[config.mk]
export PLATFORM = sky130hd
export DESIGN_NAME = pt_walker
export DESIGN_NICKNAME = d
export VERILOG_FILES = /design/src/rtl/pt_walker_pkg.sv /design/src/rtl/pt_va_decode.sv /design/src/rtl/pt_pte_addr.sv /design/src/rtl/pt_perm_eval.sv /design/src/rtl/pt_walker.sv
export SDC_FILE = /design/constraint.sdc
export NUM_CORES = 1
export LEC_CHECK = 0
export BUFFER_PORTS_ARGS = -buffer_cell sky130_fd_sc_hd__buf_2
export CAP_MARGIN = 20
export CORE_ASPECT_RATIO = 1.2
export CORE_MARGIN = 2
export CORE_UTILIZATION = 50
export DETAILED_ROUTE_END_ITERATION = 8
export PLACE_DENSITY = 0.81
export SLEW_MARGIN = 20
export SYNTH_ARGS = -nofsm -noshare
export SYNTH_HDL_FRONTEND = slang
export SYNTH_SLANG_ARGS = --single-unit
[constraint.sdc]
create_clock -name clk_i -period 4.7 [get_ports clk_i]
set_input_delay 0.94 -clock clk_i [delete_from_list [all_inputs] [get_ports clk_i]]
set_output_delay 0.94 -clock clk_i [all_outputs]
set_load 0.005 [all_outputs]
[src/rtl/pt_walker_pkg.sv]
package pt_walker_pkg;
  localparam int unsigned ACC_W        = 3;
  localparam int unsigned ACC_RD       = 0;
  localparam int unsigned ACC_WR       = 1;
  localparam int unsigned ACC_EX       = 2;
  localparam int unsigned PTE_W        = 64;
  localparam int unsigned PTE_VLD_BIT  = 0;
  localparam int unsigned PTE_FO_LSB   = 1;
  localparam int unsigned PTE_RE_LSB   = 8;
  localparam int unsigned PTE_WE_LSB   = 12;
  localparam int unsigned PTE_PFN_LSB  = 32;
  localparam int unsigned PTE_SZ_LOG2  = 3;

  typedef enum logic [2:0] {
    FLT_NONE = 3'd0,
    FLT_ACV  = 3'd1,
    FLT_TNV  = 3'd2,
    FLT_FOR  = 3'd3,
    FLT_FOW  = 3'd4,
    FLT_FOE  = 3'd5
  } fault_e;

  typedef enum logic [2:0] {
    WS_IDLE = 3'd0,
    WS_L1   = 3'd1,
    WS_L2   = 3'd2,
    WS_L3   = 3'd3,
    WS_DONE = 3'd4
  } wstate_e;
endpackage

[src/rtl/pt_va_decode.sv]
module pt_va_decode #(
  parameter int unsigned VA_W     = 64,
  parameter int unsigned IMPL_VA  = 43,
  parameter int unsigned PA_W     = 64,
  parameter int unsigned SP_LOW   = 40,
  parameter int unsigned SP_DST   = 43,
  parameter int unsigned MODE_W   = 2
) (
  input  logic [VA_W-1:0]   va_i,
  input  logic [MODE_W-1:0] mode_i,
  output logic              sign_ok_o,
  output logic              super_o,
  output logic              super_ok_o,
  output logic [PA_W-1:0]   super_pa_o
);
  localparam int unsigned HI_W   = VA_W - IMPL_VA;
  localparam int unsigned SEL_LSB = IMPL_VA - 2;

  logic [HI_W-1:0] hi;

  always_comb begin
    hi         = va_i[VA_W-1:IMPL_VA];
    sign_ok_o  = (&hi) | ~(|hi);
    super_o    = va_i[VA_W-1] && (va_i[SEL_LSB +: 2] == 2'b10);
    super_ok_o = (mode_i == '0);
    super_pa_o = '0;
    super_pa_o[SP_LOW-1:0] = va_i[SP_LOW-1:0];
    super_pa_o[SP_DST]     = va_i[SP_LOW];
  end
endmodule

[src/rtl/pt_pte_addr.sv]
module pt_pte_addr import pt_walker_pkg::*; #(
  parameter int unsigned VA_W   = 64,
  parameter int unsigned PA_W   = 64,
  parameter int unsigned PG_OFF = 13,
  parameter int unsigned IDX_W  = 10,
  parameter int unsigned LEVELS = 3,
  localparam int unsigned LVL_W = $clog2(LEVELS)
) (
  input  logic [LVL_W-1:0] lvl_i,
  input  logic [VA_W-1:0]  va_i,
  input  logic [PA_W-1:0]  base_i,
  output logic [PA_W-1:0]  addr_o
);
  logic [IDX_W-1:0] idx [LEVELS];
  logic [IDX_W-1:0] sel;

  for (genvar g = 0; g < LEVELS; g++) begin : g_idx
    // level 0 takes the highest index field
    assign idx[g] = va_i[PG_OFF + (LEVELS-1-g)*IDX_W +: IDX_W];
  end

  always_comb begin
    sel = '0;
    for (int i = 0; i < LEVELS; i++) begin
      if (lvl_i == LVL_W'(i)) sel = idx[i];
    end
    addr_o = base_i + (PA_W'(sel) << PTE_SZ_LOG2);
  end
endmodule

[src/rtl/pt_perm_eval.sv]
module pt_perm_eval import pt_walker_pkg::*; #(
  parameter int unsigned MODE_W = 2
) (
  input  logic [PTE_W-1:0]  pte_i,
  input  logic [MODE_W-1:0] mode_i,
  input  logic [ACC_W-1:0]  need_i,
  output logic [ACC_W-1:0]  prot_o,
  output fault_e            fault_o
);
  logic             re, we;
  logic [ACC_W-1:0] raw, masked;

  always_comb begin
    re = pte_i[PTE_RE_LSB + 32'(mode_i)];
    we = pte_i[PTE_WE_LSB + 32'(mode_i)];
    raw = '0;
    raw[ACC_RD] = re;
    raw[ACC_EX] = re;
    raw[ACC_WR] = we;
    masked  = raw & ~pte_i[PTE_FO_LSB +: ACC_W];
    prot_o  = masked;
    fault_o = FLT_NONE;
    if ((need_i != '0) && ((raw & need_i) == '0)) begin
      prot_o  = raw;
      fault_o = FLT_ACV;
    end else if ((masked & need_i) == '0) begin
      if (need_i[ACC_EX])      fault_o = FLT_FOE;
      else if (need_i[ACC_WR]) fault_o = FLT_FOW;
      else if (need_i[ACC_RD]) fault_o = FLT_FOR;
    end
  end
endmodule

[src/rtl/pt_walker.sv]
module pt_walker import pt_walker_pkg::*; #(
  parameter int unsigned VA_W    = 64,
  parameter int unsigned IMPL_VA = 43,
  parameter int unsigned PA_W    = 64,
  parameter int unsigned PG_OFF  = 13,
  parameter int unsigned IDX_W   = 10,
  parameter int unsigned MODE_W  = 2,
  parameter int unsigned SP_LOW  = 40,
  parameter int unsigned SP_DST  = 43
) (
  input  logic              clk_i,
  input  logic              rst_ni,
  input  logic              req_valid_i,
  output logic              req_ready_o,
  input  logic [VA_W-1:0]   req_va_i,
  input  logic [ACC_W-1:0]  req_acc_i,
  input  logic [MODE_W-1:0] req_mode_i,
  input  logic [PA_W-1:0]   ptbr_i,
  output logic              mem_req_o,
  output logic [PA_W-1:0]   mem_addr_o,
  input  logic              mem_ack_i,
  input  logic [PTE_W-1:0]  mem_data_i,
  output logic              rsp_valid_o,
  output logic [PA_W-1:0]   rsp_pa_o,
  output logic [ACC_W-1:0]  rsp_prot_o,
  output logic [2:0]        rsp_fault_o
);
  localparam int unsigned LEVELS = 3;
  localparam int unsigned LVL_W  = $clog2(LEVELS);
  localparam int unsigned PFN_W  = PTE_W - PTE_PFN_LSB;

  wstate_e              state_q;
  logic [VA_W-1:0]      va_q;
  logic [ACC_W-1:0]     need_q;
  logic [MODE_W-1:0]    mode_q;
  logic [PA_W-1:0]      base_q;
  logic [PA_W-1:0]      pa_q;
  logic [ACC_W-1:0]     prot_q;
  fault_e               fault_q;

  logic                 sign_ok, is_super, super_ok;
  logic [PA_W-1:0]      super_pa;
  logic [LVL_W-1:0]     lvl;
  logic [PA_W-1:0]      next_base;
  logic [ACC_W-1:0]     perm_prot;
  fault_e               perm_fault;

  pt_va_decode #(
    .VA_W(VA_W), .IMPL_VA(IMPL_VA), .PA_W(PA_W),
    .SP_LOW(SP_LOW), .SP_DST(SP_DST), .MODE_W(MODE_W)
  ) u_va_decode (
    .va_i       (req_va_i),
    .mode_i     (req_mode_i),
    .sign_ok_o  (sign_ok),
    .super_o    (is_super),
    .super_ok_o (super_ok),
    .super_pa_o (super_pa)
  );

  always_comb begin
    unique case (state_q)
      WS_L2:   lvl = LVL_W'(1);
      WS_L3:   lvl = LVL_W'(2);
      default: lvl = LVL_W'(0);
    endcase
  end

  pt_pte_addr #(
    .VA_W(VA_W), .PA_W(PA_W), .PG_OFF(PG_OFF), .IDX_W(IDX_W), .LEVELS(LEVELS)
  ) u_pte_addr (
    .lvl_i  (lvl),
    .va_i   (va_q),
    .base_i (base_q),
    .addr_o (mem_addr_o)
  );

  pt_perm_eval #(.MODE_W(MODE_W)) u_perm_eval (
    .pte_i   (mem_data_i),
    .mode_i  (mode_q),
    .need_i  (need_q),
    .prot_o  (perm_prot),
    .fault_o (perm_fault)
  );

  assign next_base = PA_W'(mem_data_i[PTE_W-1:PTE_PFN_LSB]) << PG_OFF;

  always_ff @(posedge clk_i or negedge rst_ni) begin
    if (!rst_ni) begin
      state_q <= WS_IDLE;
      va_q    <= '0;
      need_q  <= '0;
      mode_q  <= '0;
      base_q  <= '0;
      pa_q    <= '0;
      prot_q  <= '0;
      fault_q <= FLT_NONE;
    end else begin
      unique case (state_q)
        WS_IDLE: begin
          if (req_valid_i) begin
            va_q    <= req_va_i;
            need_q  <= req_acc_i;
            mode_q  <= req_mode_i;
            base_q  <= ptbr_i;
            pa_q    <= '0;
            prot_q  <= '0;
            fault_q <= FLT_NONE;
            if (!sign_ok) begin
              fault_q <= FLT_ACV;
              state_q <= WS_DONE;
            end else if (is_super) begin
              if (super_ok) begin
                pa_q   <= super_pa;
                prot_q <= '1;
              end else begin
                fault_q <= FLT_ACV;
              end
              state_q <= WS_DONE;
            end else begin
              state_q <= WS_L1;
            end
          end
        end
        WS_L1, WS_L2: begin
          if (mem_ack_i) begin
            if (!mem_data_i[PTE_VLD_BIT]) begin
              fault_q <= FLT_TNV;
              state_q <= WS_DONE;
            end else if (!mem_data_i[PTE_RE_LSB]) begin
              fault_q <= FLT_ACV;
              state_q <= WS_DONE;
            end else begin
              base_q  <= next_base;
              state_q <= (state_q == WS_L1) ? WS_L2 : WS_L3;
            end
          end
        end
        WS_L3: begin
          if (mem_ack_i) begin
            pa_q <= next_base;
            if (!mem_data_i[PTE_VLD_BIT]) begin
              fault_q <= FLT_TNV;
            end else begin
              prot_q  <= perm_prot;
              fault_q <= perm_fault;
            end
            state_q <= WS_DONE;
          end
        end
        default: state_q <= WS_IDLE;
      endcase
    end
  end

  assign req_ready_o = (state_q == WS_IDLE);
  assign mem_req_o   = (state_q == WS_L1) || (state_q == WS_L2) || (state_q == WS_L3);
  assign rsp_valid_o = (state_q == WS_DONE);
  assign rsp_pa_o    = pa_q;
  assign rsp_prot_o  = prot_q;
  assign rsp_fault_o = fault_q;

  AST_REQ_HOLD: assert property (@(posedge clk_i) disable iff (!rst_ni)
    mem_req_o && !mem_ack_i |=> mem_req_o && $stable(mem_addr_o)) else $error("req hold");
  AST_RSP_PULSE: assert property (@(posedge clk_i) disable iff (!rst_ni)
    rsp_valid_o |=> !rsp_valid_o && req_ready_o) else $error("rsp pulse");
  AST_BAD_SIGN_NO_WALK: assert property (@(posedge clk_i) disable iff (!rst_ni)
    req_ready_o && req_valid_i && !sign_ok |=> !mem_req_o && rsp_fault_o == FLT_ACV) else $error("sign");
  AST_SUPER_NO_WALK: assert property (@(posedge clk_i) disable iff (!rst_ni)
    req_ready_o && req_valid_i && sign_ok && is_super |=> !mem_req_o) else $error("super");
  AST_PROBE_NO_PERM: assert property (@(posedge clk_i) disable iff (!rst_ni)
    rsp_valid_o && need_q == '0 && $past(state_q) == WS_L3 |->
      rsp_fault_o inside {FLT_NONE, FLT_TNV}) else $error("probe");
  AST_FO_LOST: assert property (@(posedge clk_i) disable iff (!rst_ni)
    rsp_valid_o && rsp_fault_o inside {FLT_FOR, FLT_FOW, FLT_FOE} |->
      (rsp_prot_o & need_q) == '0) else $error("fo");
endmodule

# --- After elaboration in Yosys (flattened, before gate mapping) ---
# Index checks and enable logic that the tools add are counted.
classes:
  add_sub_neg: 3
  order_cmp: 2
  n_eq_ne: 14
  mux: 51
  bitwise_logic: 6
  reduce_logical: 22
op_table:
  columns: ["op", "count"]
  rows:
  - ["64-bit 2-to-1 mux", 6]
  - ["64-bit case mux with 2 select lines", 2]
  - ["44-bit 2-to-1 mux", 3]
  - ["3-bit 2-to-1 mux", 24]
  - ["64-bit by 13-bit adder with 64-bit output", 1]
  - ["32-bit by 7-bit < comparator with 1-bit output (second input constant)", 2]
  - ["10-bit 2-to-1 mux", 3]
  - ["21-bit AND reduction", 1]
  - ["21-bit OR reduction", 1]
  - ["3-bit case mux with 3 select lines", 2]
  - ["1-bit binary-select mux with 6-bit select", 2]
  - ["2-bit != test (second input constant)", 6]
  - ["4-bit by 2-bit adder with 5-bit output (first input constant)", 2]
  - ["5-bit AND reduction", 2]
  - ["3-bit AND", 3]
  - ["3-bit logical NOT", 3]
  - ["3-bit by 2-bit == test with 1-bit output (second input constant)", 2]
  - ["1-bit 2-to-1 mux", 6]
  - ["3-bit case mux with 2 select lines", 1]
  - ["3-bit AND reduction", 2]
  - ["3-bit nonzero test", 2]
  - ["2-bit == test (second input constant)", 2]
  - ["2-bit logical NOT", 2]
  - ["2-bit case mux with 2 select lines", 1]
  - ["other kinds (14)", 17]
totals:
  regBits: 185
  in_bits: 201
  out_inout_bits: 137

# --- Longest topological paths before layout ---
# Gate-level depths: netlist of the first run.
logic_depth:
  word_depth: 11
  depth_mapped: 12
  ltp_nobuf: 10

# --- Hierarchy ---
# From an unflattened synthesis of the first run, not the netlist that was laid out.
hier_totals:
  hier_cells: 1150
  area_unflattened_um2: 11698.7
modules_own_cells:
  columns: ["mod", "instances", "cells_each", "area_each_um2", "seq_area_each_um2"]
  rows:
  - ["pt_walker", 1, 756, 8993.6, 5154.9]
  - ["pt_pte_addr", 1, 282, 1870.5, 0.0]
  - ["pt_va_decode", 1, 83, 608.1, 0.0]
  - ["pt_perm_eval", 1, 29, 226.5, 0.0]

# --- Worst setup path before layout of the first run ---
# Ideal clock, no wire load.
synth_timing:
  kind: "register to output"
  start: "register state_q[0]"
  end: "output mem_addr_o[47]"
  arrival_ns: 3.385
  t_required_ns: 3.760
  setup_slack_ns: 0.375
  stages_incl_launch_ff: 13
  n_path_buf: 3
  cell_sequence: "dfrtp_1 > clkbuf_1 > buf_1 > mux2i_1 > o21ai_0 > ha_1 > fa_1 > a21o_1 > a221oi_1 > a211o_1 > buf_2 > nor3_1 > xor2_1"
synth_via:
  elab_chain_len: 7
  word_cells_on_any_way: 10
synth_rtl:
  columns: ["element", "line", "source"]
  rows:
  - ["start, declared", "pt_walker.sv:32", "wstate_e state_q;"]
  - ["start signal, assigned", "pt_walker.sv:134", "state_q <= (state_q == WS_L1) ? WS_L2 : WS_L3;"]
  - ["3-bit by 2-bit == test with 1-bit output", "pt_walker.sv:61", "unique case (state_q)"]
  - ["2-bit case mux with 2 select lines (*)", "pt_walker.sv:61", null]
  - ["2-bit logical NOT", "pt_pte_addr.sv:25", "if (lvl_i == LVL_W'(i)) sel = idx[i];"]
  - ["10-bit 2-to-1 mux (2 in series)", "pt_pte_addr.sv:25", null]
  - ["10-bit 2-to-1 mux (*)", "pt_pte_addr.sv:25", null]
  - ["64-bit by 13-bit adder with 64-bit output (*)", "pt_pte_addr.sv:27", "addr_o = base_i + (PA_W'(sel) << PTE_SZ_LOG2);"]
  - ["end, declared", "pt_walker.sv:20", "output logic [PA_W-1:0] mem_addr_o,"]
# Every way passes the cells marked *; elsewhere a longest branch is shown, timed or not.

# --- Worst setup path in the final report of the first run ---
layout_timing:
  start: "register state_q[2]"
  end: "output mem_addr_o[41]"
# Same word-level chain as after synthesis.

==> results of run 1 <==
[synthesized netlist by cell type (9+ instances only)]
cell and n:
a211oi_1 30, a21oi_1 14, a22o_1 32, and4_1 9
buf_2 15, buf_4 25, clkbuf_1 37, dfrtp_1 153
ha_1 10, inv_1 35, mux2_2 36, mux2i_1 44
nand2_1 160, nand3_1 31, nand4_1 32, nor2_1 15
nor3_1 21, nor4_1 15, o21ai_0 51, o21ai_1 9
o22a_1 28, xnor2_1 33, xor2_1 27
[final cells by class]
class	instances	share of cell area [%]
Multi-Input combinational cell	686	41.6
Clock buffer	17	3.83
Clock inverter	15	1.82
Inverter	35	1.18
Antenna cell	3	0.0676
Timing Repair Buffer	312	14.5
Tap cell	220	2.48
Sequential cell	153	34.5
[flip-flops by register name (all words and copies together) (netlist names)]
signal,flops
rsp_prot_o,3
base_q,64
need_q,3
mode_q,2
state_q,3
rsp_fault_o,3
rsp_pa_o,45
va_q,30
[logic make-up (layout without fill, tap and decap cells)]
| logic type | Yosys count | in the layout |
|---|---|---|
| mux | 82 | 82 |
| other cells | 1 | 22 |
| buf+inv | 119 | 379 |
| flops | 153 | 153 |
| simple gates | 315 | 315 |
| xor+xnor | 60 | 60 |
| fa+ha+maj | 11 | 11 |
| compound gates | 199 | 199 |
[worst min-delay path: cells and delay by family, from the launching register on]
family | cells | cell delay, ps
and+or+nand+nor | 2 | 100
DFF | 1 | 350
[metal layers]
metal | GRT usage [%] | share of wire (%) | wire, µm | vias to the layer above
met5 | 0 | 0 | 0 | -
met4 | 12.6 | 3.0 | 835 | 0
met3 | 6.36 | 6.9 | 1930 | 65
met2 | 49.3 | 51 | 14200 | 387
met1 | 36.2 | 39 | 11000 | 4018
li1 | - | - | - | 3884
[power groups by stage]
| stage | combinational, mW | sequential (mW) | clock (mW) |
|---|---|---|---|
| 5_1_grt | 0.974 | 1.63 | 1.55 |
| 3_3_place_gp | 0.865 | 1.62 | 0 |
| 4_1_cts | 0.892 | 1.61 | 1.49 |
| 6_report | 0.895 | 1.61 | 1.48 |
| 2_1_floorplan | 0.501 | 1.59 | 0 |
| 3_5_place_dp | 0.884 | 1.63 | 0 |
[per-stage QoR]
stage,cells,hold slack (ps)
4_1_cts,1438,482
2_1_floorplan,958,463
3_5_place_dp,1406,468
3_3_place_gp,1406,447
5_1_grt,1440,502
6_report,1441,478
[path summary, 6_finish.rpt]
check,from,end,slack (ps)
min in group asynchronous,rst_ni,rsp_pa_o[19],580
worst max register to register,state_q[0],base_q[27],1590
max in group asynchronous,rst_ni,rsp_pa_o[42],3240
worst min-delay path,rsp_pa_o[44],rsp_pa_o[44],480
worst max-delay path,state_q[2],mem_addr_o[41],120
worst min register to register,rsp_pa_o[44],rsp_pa_o[44],480
[repair_timing]
action                     4_1_cts  5_1_grt
cloned                           0        0
resized for setup                1        2
setup endpoints to repair        3        7
==> flow_summary.yaml, run 1 <==
run_status:
  status: "finished, final reports clean"
routing:
  wl_um: 28000
  via_per_inst: 5.80
  drc: 0
  num_vias: 8354
  drtIter0Drc: 618
  firstDrtPassIters: 5
  wl_per_cell_um: 19.4
  ant_nets: 0
setup_path:
  crit_slowest_cell: "fa_1"
  critical_path_required_ps: 3760
  cp-start-kind: "flop"
  crit_family: "compound AO/OA/AOI/OAI gates"
  worstRegToRegCells: 7
  worstPathCellList: "nand2b_1, buf_4, nand2_1, o21ai_0, ha_2, fa_1, a21o_1, a221oi_1, buf_4, a211o_1, buf_4, nor4_1, xor2_1, buf_2"
  critPathKind: "flop to primary output"
  worstPathArrival_ps: 3640
  path_buf_inv: 4
  worstPathMaxFanout: 21
  cp.depth: 14
  crit_path_frequent_cell: "buf_4"
  slowest_delay_ps: 410
  critPathCaptureType: "primary output"
global_route:
  antenna_found_initial: 3
  grt_overflow_total: 0
  grt_usage_pct: 29.2
  grt_max_degree: 97
  grt_pass1_vias: 8111
  grt_pass1_wl_um: 43200
pwr:
  p_per_area_nw_per_um2: 359
  clock_power_share_pct: 37.1
  switching_share_pct: 31.1
  p_leak_nw: 5.50
  power_frac_comb_pct: 22.5
  switchingPower_mw: 1.24
  peakVddDrop_mv: 0.255
  finalPower_mw: 3.98
  p_int_mw: 2.74
  power_frac_seq_pct: 40.4
logic_synthesis:
  synthesis.area_um2: 8880
  synth_top_cell_by_area: "dfrtp_1"
  syn_area_per_cell_um2: 9.45
  synth_cell_types: 58
  synth-compound-area-share_pct: 15.9
  synthAdderAreaFrac_pct: 1.63
  synthCells: 940
  synthMuxAreaShare_pct: 10.0
  ys_ff_latch: 153
  ys_warn_count: 0
  ys.flop_type: "dfrtp_1"
  yosys.area_share.simple_pct: 17.1
  synth_top_area_share_pct: 43.1
  synth_top_family_by_area: "simple AND/OR/NAND/NOR gates"
  synth_edf_count: 0
  synth-seq-area-share_pct: 43.1
  ys_top_cells_by_area: "dfrtp_1 (43%), nand2_1 (6.8%), mux2i_1 (5.0%), mux2_2 (4.6%), xnor2_1 (3.3%)"
  synth_xor_area_share_pct: 5.91
  ys_async_sr_fraction_pct: 100
min_path:
  hold_path_depth: 2
  hold_path.class: "flop to flop"
run:
  timing.max_cap.violations: 0
timing:
  min_period_over_period_pct: 97.5
  relSlewSlack_pct: 26.4
  clock_skew_ps: 11.6
  tightest_slew_ps: 1100
  setup_violations: 0
  tns_ps: 0
  fin_ws_ps: 119
  fmax_ghz: 0.218
  slew_violations: 0
  fin_crit_ps: 4580
  rsz0062_at_grt: "no"
  hold_violations: 0
floorplanning:
  die_h_um: 150
  core_um2: 17400
  num_rows: 53
  initial_core_util_pct: 50.9
  fp.dieArea_um2: 18900
  die_w_um: 126
  io_pins: 338
cts:
  cts_buffer_depth: 2
  cts_tree: "built"
  cts_sinks: 153
  htree_num_levels: 4
  cts_root_buf: "clkbuf_16"
  postCtsSetupRepairBufs: 0
  path_clk_slew_ps: 70
  cts_inserted_buffers: 17
  insertion_delay_ps: 420
  hold_buffers: 0
finish:
  multiInputGateArea_um2: 4620
  fillers: 1484
  area_growth_pct: 25.0
  drive_above_1_share_pct: 32.5
  fin_util_pct: 63.7
  final_common_cell: "buf_2"
  final_cell_mix: "buf_2 (297), nand2_1 (160), dfrtp_1 (152)"
  fin_area_um2: 11100
  nets: 1417
  regArea_um2: 3830
placed_design:
  place_area_um2: 10500
  hpwl_um: 20800
  globalplace.congestion: 0.912
  dp_slack_ps: 445
  io_buffers: 298
No activity file was read; power rests on OpenSTA's default activity.
==> run 2, diff against run 1 <==
- CORE_UTILIZATION: 50 -> 54
- PLACE_DENSITY: 0.81 -> 0.87
- clock period: 4.7 -> 5.9 ns (I/O delays scaled with it)
==> run 2 against run 1 <==
Effect of this change: sequential share of layout area is 0.44 points higher; die area is 7.2% lower; core utilization is 4.2 points higher; first-iteration DRC count is 11% higher; via count is 0.28% higher; clock-buffer cell count is 3 higher; cell count is 0.90% lower; power is 24% lower; non-clock buffer count is 4 lower; critical path type unchanged.
==> flow_summary.yaml, run 2 (same netlist as run 1, synthesis figures left out) <==
run_status:
  status: "finished, final reports clean"
routing:
  drtIter0Drc: 689
  ant_nets: 0
  via_per_inst: 5.87
  drc: 0
  firstDrtPassIters: 5
  wl_um: 27700
  wl_per_cell_um: 19.4
  num_vias: 8377
finish:
  nets: 1413
  final_common_cell: "buf_2"
  top_register: "base_q"
  largest_reg_flops: 64
  area_growth_pct: 23.4
  final_cell_mix: "buf_2 (297), nand2_1 (160), dfrtp_1 (153)"
  drive_above_1_share_pct: 31.8
timing:
  fin_crit_ps: 5600
  rsz0062_at_grt: "no"
  hold_violations: 0
  tightest_slew_ps: 1020
  clock_skew_ps: 11.1
  relSlewSlack_pct: 32.2
  fmax_ghz: 0.179
  tns_ps: 0
  min_period_over_period_pct: 94.9
  timing.hold.ws_ps: 481
  setup_violations: 0
  slew_violations: 0
placed_design:
  globalplace.congestion: 0.901
  hpwl_um: 20700
  io_buffers: 298
setup_path:
  worstPathMaxFanout: 21
  worstPathCellList: "nand2b_1, o21ai_0, ha_1, nand2_1, and4_1, a211o_1, nor4_1, xor2_1, buf_2"
  crit_family: "simple AND/OR/NAND/NOR gates"
  path_buf_inv: 1
  cp-start-kind: "flop"
  worstPathArrival_ps: 4420
  reg2reg_from: "state_q[2]"
  crit_path_start: "state_q[2]"
  critPathCaptureType: "primary output"
  critical_path_required_ps: 4720
  r2r-end: "rsp_pa_o[34]"
  worstRegToRegCells: 5
  crit_end: "mem_addr_o[63]"
  r2r_slack_ps: 2730
  slowest_delay_ps: 710
  crit_slowest_cell: "nor4_1"
  critPathKind: "flop to primary output"
  cp.depth: 9
global_route:
  grt_overflow_total: 0
  grt_usage_pct: 31.1
  grt_pass1_wl_um: 41800
  antenna_found_initial: 3
  grt_max_degree: 102
  grt_pass1_vias: 8065
cts:
  cts_root_buf: "clkbuf_16"
  htree_num_levels: 4
  cts_tree: "built"
  postCtsSetupRepairBufs: 0
  cts_sinks: 153
  cts_inserted_buffers: 17
  cts_buffer_depth: 2
  path_clk_slew_ps: 70
  insertion_delay_ps: 420
floorplanning:
  die_h_um: 145
  initial_core_util_pct: 55.0
  io_pins: 338
  num_rows: 51
  die_w_um: 121
  core_um2: 16100
  fp.dieArea_um2: 17500
pwr:
  peakVddDrop_mv: 0.179
  p_per_area_nw_per_um2: 275
  finalPower_mw: 3.01
  power_frac_comb_pct: 23.3
  p_leak_nw: 5.43
  switchingPower_mw: 0.929
  p_int_mw: 2.08
  power_frac_seq_pct: 42.6
  switching_share_pct: 30.8
  clock_power_share_pct: 34.1
min_path:
  hold_path.class: "flop to flop"
run:
  timing.max_cap.violations: 0
run 2: timing repair:
action | in CTS | in global routing
gates resized for setup | 0 | 1
hold buffers | 0 | 0
endpoints found under the hold margin | 0 | 0
endpoints found under the setup margin | 0 | 1
run 2: worst min path at each step:
stage | from | to | slack (ps) | cells after the start
5_1_grt | rsp_pa_o[10] | rsp_pa_o[10] | 500 | 2
2_1_floorplan | rsp_pa_o[40] | rsp_pa_o[40] | 460 | 2
3_3_place_gp | rsp_pa_o[42] | rsp_pa_o[42] | 450 | 2
4_1_cts | rsp_pa_o[3] | rsp_pa_o[3] | 480 | 2
3_5_place_dp | rsp_pa_o[3] | rsp_pa_o[3] | 470 | 2
6_report | rsp_pa_o[3] | rsp_pa_o[3] | 480 | 2
run 2: cell type report:
cell class,instances,area (µm²)
Antenna cell,3,7.51
Clock buffer,20,447
Clock inverter,11,100
Fill cell,1258,5180
Inverter,35,131
Multi-Input combinational cell,686,4610
Sequential cell,153,3830
Tap cell,212,265
Timing Repair Buffer,308,1570
run 2: per-layer routing:
metal	global-route usage [%]	routed length (µm)	vias up
met5	0	14	-
met1	37.6	10700	3989
met3	7.02	2130	82
met2	53.2	13900	432
met4	13.2	1060	2
li1	-	-	3872
run 2: tightest hold or removal path, stage by stage (launching register included):
cell and delay [ps]:
dfrtp_1 340, nand2_1 50, o21ai_0 60
run 2: power by group through the flow:
stage               registers (mW)  clock network (mW)  logic, mW
finish                        1.28                1.03      0.701
global route                  1.30                1.08      0.765
CTS                           1.28                1.04      0.697
detailed placement            1.30                   0      0.692
global placement              1.29                   0      0.676
floorplan                     1.27                   0      0.399
run 2: metrics by stage:
step	std cells	util, %	setup slack (ps)	cell area (µm²)
after CTS	1425	67.9	312	11000
after global routing	1426	67.9	47.1	11000
final	1428	67.9	298	11000
after floorplan	958	-	1340	8950
after detailed placement	1394	64.5	834	10400
after global placement	1394	64.5	957	10400
